==> src/rtl/fsub_pkg.sv <==
package fsub_pkg;

    localparam int EXP_W_DEF  = 8;
    localparam int FRAC_W_DEF = 23;

    typedef enum logic [2:0] {
        CL_ZERO,
        CL_NORM,
        CL_INF,
        CL_QNAN,
        CL_SNAN,
        CL_DENORM
    } opclass_e;

    typedef struct packed {
        logic unimpl;
        logic invalid;
        logic ovf;
        logic unf;
        logic inx;
    } exc_t;

    typedef struct packed {
        logic invalid;
        logic ovf;
        logic unf;
        logic inx;
    } trapen_t;

    localparam int EXC_W  = $bits(exc_t);
    localparam int FLAG_W = $bits(trapen_t);

    function automatic logic [FLAG_W-1:0] exc_to_flag(input exc_t e);
        return {e.invalid, e.ovf, e.unf, e.inx};
    endfunction

endpackage

==> src/rtl/fsub_classify.sv <==
module fsub_classify
    import fsub_pkg::*;
#(
    parameter int EXP_W  = EXP_W_DEF,
    parameter int FRAC_W = FRAC_W_DEF,
    localparam int W     = 1 + EXP_W + FRAC_W
) (
    input  logic [W-1:0] val,
    output opclass_e     cls
);
    logic [EXP_W-1:0]  ex;
    logic [FRAC_W-1:0] fr;

    assign ex = val[W-2 -: EXP_W];
    assign fr = val[FRAC_W-1:0];

    always_comb begin
        if (ex == '0)
            cls = (fr == '0) ? CL_ZERO : CL_DENORM;
        else if (&ex) begin
            if (fr == '0)          cls = CL_INF;
            else if (fr[FRAC_W-1]) cls = CL_SNAN;
            else                   cls = CL_QNAN;
        end else
            cls = CL_NORM;
    end
endmodule

==> src/rtl/fsub_core.sv <==
module fsub_core
    import fsub_pkg::*;
#(
    parameter int EXP_W  = EXP_W_DEF,
    parameter int FRAC_W = FRAC_W_DEF,
    localparam int W     = 1 + EXP_W + FRAC_W,
    localparam int MW    = FRAC_W + 4,
    localparam int LZW   = $clog2(MW + 1),
    localparam int EW    = EXP_W + 2
) (
    input  logic [W-1:0] op_n,
    input  logic [W-1:0] op_m,
    output logic [W-1:0] res,
    output exc_t         exc
);
    localparam logic signed [EW-1:0] E_TOP = EW'((1 << EXP_W) - 1);

    function automatic logic [LZW-1:0] lead_zeros(input logic [MW-1:0] v);
        logic [LZW-1:0] c;
        logic hit;
        c   = '0;
        hit = 1'b0;
        for (int i = MW - 1; i >= 0; i--) begin
            if (!hit) begin
                if (v[i]) hit = 1'b1;
                else      c   = c + 1'b1;
            end
        end
        return c;
    endfunction

    logic                  sa, sb, swap;
    logic [EXP_W-1:0]      ea, eb, ediff;
    logic [FRAC_W-1:0]     fa, fb, frac;
    logic [MW-1:0]         ma, mb_raw, mb, mask, norm;
    logic [MW:0]           sum;
    logic [LZW-1:0]        lz;
    logic signed [EW-1:0]  e_pre, e_fin;
    logic [FRAC_W+1:0]     mant_r;
    logic                  g, rs, up;

    always_comb begin
        // operand order by magnitude; Rm takes the flipped sign
        swap = op_m[W-2:0] > op_n[W-2:0];
        if (swap) begin
            sa = ~op_m[W-1]; ea = op_m[W-2 -: EXP_W]; fa = op_m[FRAC_W-1:0];
            sb =  op_n[W-1]; eb = op_n[W-2 -: EXP_W]; fb = op_n[FRAC_W-1:0];
        end else begin
            sa =  op_n[W-1]; ea = op_n[W-2 -: EXP_W]; fa = op_n[FRAC_W-1:0];
            sb = ~op_m[W-1]; eb = op_m[W-2 -: EXP_W]; fb = op_m[FRAC_W-1:0];
        end
        ediff  = ea - eb;
        ma     = {1'b1, fa, 3'b000};
        mb_raw = {1'b1, fb, 3'b000};
        mask   = '0;
        if (ediff >= EXP_W'(MW)) begin
            mb    = '0;
            mb[0] = 1'b1;
        end else begin
            mb    = mb_raw >> ediff;
            mask  = ~({MW{1'b1}} << ediff);
            mb[0] = mb[0] | (|(mb_raw & mask));
        end

        if (sa ^ sb) sum = {1'b0, ma} - {1'b0, mb};
        else         sum = {1'b0, ma} + {1'b0, mb};

        lz = lead_zeros(sum[MW-1:0]);
        if (sum[MW]) begin
            norm    = sum[MW:1];
            norm[0] = norm[0] | sum[0];
            e_pre   = $signed({2'b00, ea}) + EW'(1);
        end else begin
            norm  = sum[MW-1:0] << lz;
            e_pre = $signed({2'b00, ea}) - $signed({{(EW-LZW){1'b0}}, lz});
        end

        g      = norm[2];
        rs     = norm[1] | norm[0];
        up     = g & (rs | norm[3]);
        mant_r = {1'b0, norm[MW-1:3]} + {{(FRAC_W+1){1'b0}}, up};
        if (mant_r[FRAC_W+1]) begin
            e_fin = e_pre + EW'(1);
            frac  = '0;
        end else begin
            e_fin = e_pre;
            frac  = mant_r[FRAC_W-1:0];
        end

        exc = '0;
        if (sum == '0) begin
            res = '0;
        end else if (e_fin >= E_TOP) begin
            res     = {sa, {EXP_W{1'b1}}, {FRAC_W{1'b0}}};
            exc.ovf = 1'b1;
            exc.inx = 1'b1;
        end else if (e_fin <= 0) begin
            res     = {sa, {(W-1){1'b0}}};
            exc.unf = 1'b1;
            exc.inx = 1'b1;
        end else begin
            res     = {sa, e_fin[EXP_W-1:0], frac};
            exc.inx = g | rs;
        end
    end
endmodule

==> src/rtl/fsub_select.sv <==
module fsub_select
    import fsub_pkg::*;
#(
    parameter int EXP_W  = EXP_W_DEF,
    parameter int FRAC_W = FRAC_W_DEF,
    localparam int W     = 1 + EXP_W + FRAC_W
) (
    input  logic [W-1:0] op_n,
    input  logic [W-1:0] op_m,
    input  opclass_e     cls_n,
    input  opclass_e     cls_m,
    input  logic [W-1:0] core_res,
    input  exc_t         core_exc,
    output logic [W-1:0] res,
    output exc_t         exc
);
    localparam logic [W-1:0] DEF_QNAN = {1'b0, {EXP_W{1'b1}}, 1'b0, {(FRAC_W-1){1'b1}}};

    always_comb begin
        exc = '0;
        res = core_res;
        if (cls_n == CL_SNAN || cls_m == CL_SNAN) begin
            exc.invalid = 1'b1;
            res         = DEF_QNAN;
        end else if (cls_n == CL_QNAN || cls_m == CL_QNAN) begin
            res = DEF_QNAN;
        end else if (cls_n == CL_DENORM || cls_m == CL_DENORM) begin
            exc.unimpl = 1'b1;
            res        = op_n;
        end else if (cls_n == CL_INF) begin
            if (cls_m == CL_INF && op_n[W-1] == op_m[W-1]) begin
                exc.invalid = 1'b1;
                res         = DEF_QNAN;
            end else
                res = op_n;
        end else if (cls_m == CL_INF) begin
            res = {~op_m[W-1], op_m[W-2:0]};
        end else if (cls_m == CL_ZERO) begin
            if (cls_n == CL_ZERO) res = {op_n[W-1] & ~op_m[W-1], {(W-1){1'b0}}};
            else                  res = op_n;
        end else if (cls_n == CL_ZERO) begin
            res = {~op_m[W-1], op_m[W-2:0]};
        end else begin
            exc = core_exc;
        end
    end
endmodule

==> src/rtl/fp_sub_unit.sv <==
module fp_sub_unit
    import fsub_pkg::*;
#(
    parameter int EXP_W  = EXP_W_DEF,
    parameter int FRAC_W = FRAC_W_DEF,
    localparam int W     = 1 + EXP_W + FRAC_W
) (
    input  logic              clk,
    input  logic              rst,
    input  logic              start,
    input  logic [W-1:0]      src_n,
    input  logic [W-1:0]      src_m,
    input  logic [FLAG_W-1:0] trap_en,
    input  logic              flag_clr,
    output logic              done,
    output logic [W-1:0]      result,
    output logic              wr_en,
    output logic [EXC_W-1:0]  cause,
    output logic [FLAG_W-1:0] flags,
    output logic              trap_req
);
    localparam logic [W-1:0] DEF_QNAN = {1'b0, {EXP_W{1'b1}}, 1'b0, {(FRAC_W-1){1'b1}}};

    logic [W-1:0] opnd [2];
    opclass_e     cls  [2];
    logic [W-1:0] core_res, sel_res;
    exc_t         core_exc, sel_exc;
    trapen_t      en;
    logic         trap_now;

    assign opnd[0] = src_n;
    assign opnd[1] = src_m;
    assign en      = trapen_t'(trap_en);

    for (genvar k = 0; k < 2; k++) begin : g_cls
        fsub_classify #(.EXP_W(EXP_W), .FRAC_W(FRAC_W)) u_cls (
            .val (opnd[k]),
            .cls (cls[k])
        );
    end

    fsub_core #(.EXP_W(EXP_W), .FRAC_W(FRAC_W)) u_core (
        .op_n (src_n),
        .op_m (src_m),
        .res  (core_res),
        .exc  (core_exc)
    );

    fsub_select #(.EXP_W(EXP_W), .FRAC_W(FRAC_W)) u_sel (
        .op_n     (src_n),
        .op_m     (src_m),
        .cls_n    (cls[0]),
        .cls_m    (cls[1]),
        .core_res (core_res),
        .core_exc (core_exc),
        .res      (sel_res),
        .exc      (sel_exc)
    );

    assign trap_now = sel_exc.unimpl | (sel_exc.invalid & en.invalid)
                    | en.ovf | en.unf | en.inx;

    always_ff @(posedge clk) begin
        if (rst) begin
            done     <= 1'b0;
            result   <= '0;
            wr_en    <= 1'b0;
            cause    <= '0;
            flags    <= '0;
            trap_req <= 1'b0;
        end else begin
            done     <= start;
            wr_en    <= start & ~trap_now;
            trap_req <= start & trap_now;
            if (start) begin
                result <= sel_res;
                cause  <= sel_exc;
            end
            flags <= (flag_clr ? '0 : flags) | (start ? exc_to_flag(sel_exc) : '0);
        end
    end


    forced_trap_chk: assert property (@(posedge clk) disable iff (rst)
        start && (|trap_en[2:0]) |=> trap_req && !wr_en);


    snan_first_chk: assert property (@(posedge clk) disable iff (rst)
        start && (cls[0] == CL_SNAN || cls[1] == CL_SNAN)
        |=> cause[3] && !cause[4] && result == DEF_QNAN);


    qnan_quiet_chk: assert property (@(posedge clk) disable iff (rst)
        start && cls[0] != CL_SNAN && cls[1] != CL_SNAN
        && (cls[0] == CL_QNAN || cls[1] == CL_QNAN)
        |=> cause == '0 && result == DEF_QNAN);


    denorm_trap_chk: assert property (@(posedge clk) disable iff (rst)
        start && cls[0] != CL_SNAN && cls[1] != CL_SNAN
        && cls[0] != CL_QNAN && cls[1] != CL_QNAN
        && (cls[0] == CL_DENORM || cls[1] == CL_DENORM)
        |=> cause[4] && trap_req && !wr_en && result == $past(src_n));


    flags_keep_chk: assert property (@(posedge clk) disable iff (rst)
        !flag_clr |=> ((flags & $past(flags)) == $past(flags)));


    idle_quiet_chk: assert property (@(posedge clk) disable iff (rst)
        !start |=> !done && !wr_en && !trap_req);

endmodule

==> config.mk <==
export PLATFORM = sky130hd
export DESIGN_NAME = fp_sub_unit
export DESIGN_NICKNAME = d
export VERILOG_FILES = /design/src/rtl/fsub_pkg.sv /design/src/rtl/fsub_classify.sv /design/src/rtl/fsub_core.sv /design/src/rtl/fsub_select.sv /design/src/rtl/fp_sub_unit.sv
export SDC_FILE = /design/constraint.sdc
export NUM_CORES = 1
export LEC_CHECK = 0
export ABC_CLOCK_PERIOD_IN_PS = 42000
export CORE_UTILIZATION = 50
export CTS_BUF_LIST = sky130_fd_sc_hd__clkbuf_2
export DETAILED_ROUTE_END_ITERATION = 12
export DONT_BUFFER_PORTS = 1
export PLACE_DENSITY_LB_ADDON = 0.25
export RECOVER_POWER = 50
export SETUP_SLACK_MARGIN = 0.5
export SLEW_MARGIN = 10
export SYNTH_ARGS = -nofsm -noshare
export SYNTH_HDL_FRONTEND = slang
export SYNTH_HIERARCHICAL = 1
export SYNTH_SLANG_ARGS = --single-unit
==> constraint.sdc <==
create_clock -name clk -period 42 [get_ports clk]
set_clock_uncertainty 0.1 [all_clocks]
set_input_delay 4.2 -clock clk [delete_from_list [all_inputs] [get_ports clk]]
set_output_delay 4.2 -clock clk [all_outputs]
set_load 0.02 [all_outputs]
# == Yosys cells after proc, flatten, opt, wreduce, memory -nomap -nowiden ==
# Index checks and enable logic that the tools add are counted.
# totals
ff_bits,44
inputBits,72
out_inout_bits,44
wordCells,248
# classes
n_addsub,33
n_lt_le_gt_ge,4
eq_ne,9
shifts,3
muxes,159
bitwise_logic,20
n_reduce_logical,14
# ops
cell,n
two-way mux 32 bit,10
two-way mux 5 bit,54
"adder 5 x 1 -> 5 bit, second input constant",25
two-way mux 23 bit,3
two-way mux 1 bit,65
two-way mux 31 bit,2
two-way mux 27 bit,2
logical NOT 23 bit,2
two-way mux 3 bit,15
greater-than comparator 31 bit,1
adder 27 x 27 -> 28 bit,1
logical NOT 28 bit,1
two-way mux 28 bit,1
subtractor 27 x 27 -> 28 bit,1
AND 27 bit,1
inverter 27 bit,1
OR reduction 27 bit,1
<< shifter 27 x 5 -> 27 bit,1
"<< shifter 27 x 8 -> 27 bit, first input constant",1
>> shifter 27 x 8 -> 27 bit,1
adder 24 x 1 -> 25 bit,1
two-way mux 10 bit,2
logical NOT 8 bit,2
two-way mux 8 bit,2
21 further kinds,46

# == Longest topological paths before layout ==
# depth
word_depth,115
depth_mapped,158
depth_no_buf,147

# == Modules after synthesis ==
# Netlist, hierarchy kept.
# modules_own_cells
module,n_inst,cells_each,area_per_inst_um2,seq_area_each_um2
fsub_core,1,2282,14745.4,0.0
fp_sub_unit,1,145,1532.7,880.8
fsub_select,1,200,1261.2,0.0
fsub_classify,2,20,117.6,0.0

# == Worst setup path after synthesis ==
# OpenSTA, ideal clock, no wires.
# synth_timing
kind,input to register
startpoint,in src_n[26]
endpoint,reg result[7]
setup_ns,0.128
arrival_ns,31.934
required_ns,41.772
path_slack_ns,9.838
cell_stages,154
path_buffers,12
cell_sequence,inv_1 > ha_1 > clkbuf_1 > nand2_1 > nor4_4 > nand3_1 > o21a_1 > buf_2 > nand2_1 > clkbuf_1 > clkbuf_1 > buf_1 > mux2i_1 > ha_1 > nand2_1 > nand3_1 > a21oi_1 > o211a_1 > [118 not listed] > mux2i_1 > mux2i_1 > mux2i_1 > a21oi_1 > or3_1 > a211o_1 > nor4_4 > and4_1 > mux2_2 > o211ai_1 > o311a_4 > buf_6 > nor4_2 > mux2_2 > a211oi_1 > o211ai_1 > mux2i_1 > nor2_1
# synth_via
elab_chain_cells,108
elab_cells_between_ends,189
cone_classes,add/sub (33); order compare (4); eq/ne (4); shift (3); mux (129); bitwise (8); reduce/logical (8)
# synth_lines
item,line,text
"start, declared",fp_sub_unit.sv:11,"input logic [W-1:0] src_n,"
greater-than comparator 31 bit,fsub_core.sv:44,swap = op_m[W-2:0] > op_n[W-2:0];
two-way mux 8 bit,fsub_core.sv:45,if (swap) begin
subtractor 8 bit,fsub_core.sv:52,ediff = ea - eb;
<< shifter 27 x 8 -> 27 bit,fsub_core.sv:61,mask = ~({MW{1'b1}} << ediff);
inverter 27 bit,fsub_core.sv:61,
AND 27 bit,fsub_core.sv:62,mb[0] = mb[0] | (|(mb_raw & mask));
OR reduction 27 bit,fsub_core.sv:62,
bitwise OR 1 bit,fsub_core.sv:62,
[93 not listed],--,
net core_res[7],fp_sub_unit.sv:26,"logic [W-1:0] core_res, sel_res;"
two-way mux 32 bit *,fsub_select.sv:41,end else if (cls_n == CL_ZERO) begin
two-way mux 32 bit *,fsub_select.sv:38,end else if (cls_m == CL_ZERO) begin
two-way mux 32 bit *,fsub_select.sv:36,end else if (cls_m == CL_INF) begin
two-way mux 32 bit *,fsub_select.sv:30,end else if (cls_n == CL_INF) begin
two-way mux 32 bit *,fsub_select.sv:27,end else if (cls_n == CL_DENORM || cls_m == CL_DENORM) begin
two-way mux 32 bit *,fsub_select.sv:25,end else if (cls_n == CL_QNAN || cls_m == CL_QNAN) begin
two-way mux 32 bit *,fsub_select.sv:22,if (cls_n == CL_SNAN || cls_m == CL_SNAN) begin
net sel_res[7],fp_sub_unit.sv:26,
"end signal, assigned",fp_sub_unit.sv:76,result <= sel_res;
"end, declared",fp_sub_unit.sv:16,"output logic [W-1:0] result,"
# Mark *: on every way through the listed nets, which the timed path passes. The rest lies on a longest branch.
# A chain may end at the register's enable or synchronous reset.

# == Final worst setup path ==
# layout_timing
startpoint,in src_n[26]
endpoint,reg result[16]
# Same word-level chain as after synthesis.

==> flow_metrics.py <==
metrics = {
    "cells_and_area": {
        "final.fill_count": 3515,
        "layout_common_cells": "nor2_1, nand2_1, a21oi_1, o21ai_0, inv_1",
        "nNetsFinal": 2721,
        "drive_gt1_share_pct": 7.34,
        "post-route-util_pct": 51.6,
        "antenna_cells": 0,
        "layout_commonest_cell": "nor2_1",
        "area_growth_pct": 1.08,
    },
    "worst_setup_path": {
        "r2r_cells": 2,
        "r2r-end": "result[14]",
        "cp-end-kind": "flip-flop",
        "r2r_setup_slack_ns": 41.01,
        "r2r_start": "result[14]",
        "path_max_fanout": 36,
        "critical_path_class": "primary input to flip-flop",
        "worstSetupStartpoint": "src_n[26]",
        "worst_ep_arrival_time_ns": 36.38,
        "crit_path_start_kind": "primary input",
        "worst_ep_required_time_ns": 42.31,
        "worst_path_most_repeated_cell": "ha_1",
        "crit_slowest_cell": "nor4b_4",
        "slowest_delay_ns": 0.82,
    },
    "yosys": {
        "ys_types": 118,
        "synthFlopType": "dfxtp_1",
        "yosys_warnings": 6,
        "seq_area_frac_synth_pct": 4.96,
        "synth-async-reset-ratio_pct": 0,
        "synth-edff-count": 0,
        "synth_cells": 2667,
        "synth_area_sq_um": 17800,
        "syn_avg_cell_area_sq_um": 6.66,
        "ys_ff_latch": 44,
    },
    "sta": {
        "timing.final.crit_share_pct": 85.9,
        "fmax_mhz": 27.7,
        "period_needed_ns": 36.07,
        "setup_viol": 0,
        "max_slew_margin_pct": 15.2,
        "fin_tns_setup_ns": 0,
        "worst_pin_slew_ns": 1.27,
        "hold_viol": 0,
        "finalMaxSlewViolations": 0,
        "grt_setup_unrepaired": "no",
    },
    "drt": {
        "viasPerCell": 7.06,
        "antenna_left": 0,
        "drt_pass1_iterations": 7,
        "wl_mm": 74.5,
        "dr_total_vias": 21097,
        "drcViolationCount": 0,
        "routedWlPerCell_microns": 24.9,
        "drt_iter0_markers": 2583,
    },
    "clock_network": {
        "htree_levels": 2,
        "cts_setup_buffers": 0,
        "cts_resized": 0,
        "worstSkewPairLatency_ns": 0.41,
        "cts_sinks": 44,
        "cts.clk_slew.worst_paths_ns": 0.27,
        "cts_hold_buf": 0,
        "cts_buffers": 5,
        "clockBufferDepth": 2,
        "cts_tree": "built",
        "cts_root_buf": "clkbuf_2",
    },
    "job": {
        "max_cap_viol_count": 0,
    },
    "global_routing": {
        "grt-ovfl-total": 0,
        "grt_max_degree": 71,
        "grt_pass1_vias": 19388,
        "grt_pass1_wl_mm": 113,
        "grt_usage_pct": 39.8,
        "antenna_found_initial": 1,
    },
    "hold_path": {
        "hp-start": "flags[3]",
        "whs_path_depth": 2,
        "hp-class": "flip-flop to flip-flop",
        "min_to": "flags[3]",
    },
    "power": {
        "ir_drop_uv": 23.5,
        "power_density_nw_per_um2": 37.7,
        "p_leak_nw": 7.18,
    },
    "place": {
        "place_hpwl_mm": 58.1,
        "routabilityCongestion": 1.11,
        "port_buffers": 0,
    },
    "floorplanning": {
        "die_h_microns": 191,
        "core_area_sq_um": 34800,
        "rows": 68,
        "boundaryPins": 116,
        "dieArea_sq_um": 36300,
        "fp.dieW_microns": 191,
        "initial_utilization_pct": 51.1,
    },
    "status": {
        "outcome": "finished clean",
    },
}
## registers in the layout, indices dropped and copies added, names as in the netlist
name,flops
cause,5
done,1
flags,4
result,32
trap_req,1
wr_en,1
## report_power, final
part / leakage (nW) / total [W] / internal, W / switching, W
Clock: 0.0406 / 0.0000257 / 0.0000100 / 0.0000157
Sequential: 0.362 / 0.0000700 / 0.0000502 / 0.0000198
Combinational: 6.78 / 0.000581 / 0.000207 / 0.000374
## cell usage after synthesis (12+ instances only)
| cell | n | area [sq um] |
|---|---|---|
| a211oi_1 | 26 | 195 |
| a21boi_0 | 13 | 97.6 |
| a21o_1 | 31 | 233 |
| a21oi_1 | 192 | 961 |
| a221oi_1 | 36 | 315 |
| a31oi_1 | 27 | 169 |
| and2_1 | 40 | 250 |
| and3_1 | 27 | 169 |
| buf_2 | 32 | 160 |
| buf_4 | 14 | 105 |
| clkbuf_1 | 117 | 439 |
| dfxtp_1 | 44 | 881 |
| ha_1 | 113 | 1410 |
| inv_1 | 125 | 469 |
| mux2_2 | 35 | 394 |
| mux2i_1 | 114 | 1140 |
| mux4_2 | 16 | 360 |
| nand2_1 | 276 | 1040 |
| nand2b_1 | 62 | 388 |
| nand3_1 | 80 | 400 |
| nand3b_1 | 12 | 90.1 |
| nand4_1 | 37 | 231 |
| nor2_1 | 304 | 1140 |
| nor2b_1 | 22 | 138 |
| nor3_1 | 83 | 415 |
| nor4_1 | 25 | 156 |
| nor4_2 | 18 | 225 |
| o211ai_1 | 35 | 263 |
| o21a_1 | 18 | 135 |
| o21ai_0 | 180 | 901 |
| o21ai_1 | 32 | 160 |
| o21bai_1 | 13 | 97.6 |
| o22ai_1 | 25 | 156 |
| o31ai_1 | 19 | 143 |
| or2_2 | 13 | 81.3 |
| or3_1 | 33 | 206 |
| xnor2_1 | 69 | 604 |
| xor2_1 | 31 | 272 |
## per-layer routing
layer | global-route usage, % | part of all wire (%) | vias to the layer above
li1 | - | - | 9616
met1 | 50.4 | 39 | 9888
met2 | 62.1 | 43 | 1355
met3 | 11.1 | 13 | 238
met4 | 18.2 | 5.0 | 0
met5 | 0 | 0 | -
## stage by stage
stage / setup slack (ns) / cells / total power (W) / instance area, sq um / hold WS [ns]
3_3_place_gp: 6.78 / 2982 / 0.000623 / 17900 / 0.456
3_5_place_dp: 6.23 / 2982 / 0.000626 / 17900 / 0.454
5_1_grt: 3.62 / 2990 / 0.000718 / 18000 / 0.508
6_report: 5.93 / 2990 / 0.000677 / 18000 / 0.485
2_1_floorplan: 9.84 / 2668 / 0.000476 / 17800 / 0.447
4_1_cts: 6.62 / 2990 / 0.000654 / 18000 / 0.489
## cell families after synthesis
kind of cell	share of synthesized area [%]
mux	10.7
buf+inv	7.26
flops	4.96
fa+ha+maj	8.46
xor+xnor	6.31
simple gates	31.7
compound gates	30.6
other cells	0.0211
## worst max-delay path by stage
| stage | to | slack [ns] | cells past startpoint |
|---|---|---|---|
| CTS | result[16] | 6.62 | 144 |
| floorplan | result[7] | 9.84 | 154 |
| global route | result[25] | 3.62 | 141 |
| finish | result[16] | 5.93 | 140 |
| global placement | result[16] | 6.78 | 144 |
| detailed placement | result[16] | 6.23 | 144 |
## area by class of cell
cell class,instances,area [sq um],share of cell area [%]
repair buffers,38,285,1.59
inverters,130,488,2.72
flip-flops and latches,44,881,4.90
multi-input cells,2315,15700,87.2
clock inverters,3,42.5,0.237
clock buffers,5,25.0,0.139
well taps,455,569,3.17
## critical path: cells and delay by family
kind	cells	cell delay, ns
buffers and inverters	8	1.46
XOR/XNOR	4	1.61
AND/OR/NAND/NOR	43	7.71
multiplexers	12	2.53
adder cells (fa/ha/maj)	27	8.35
AO/OA/AOI/OAI	46	10.48
(Power assumes the default switching activity.)
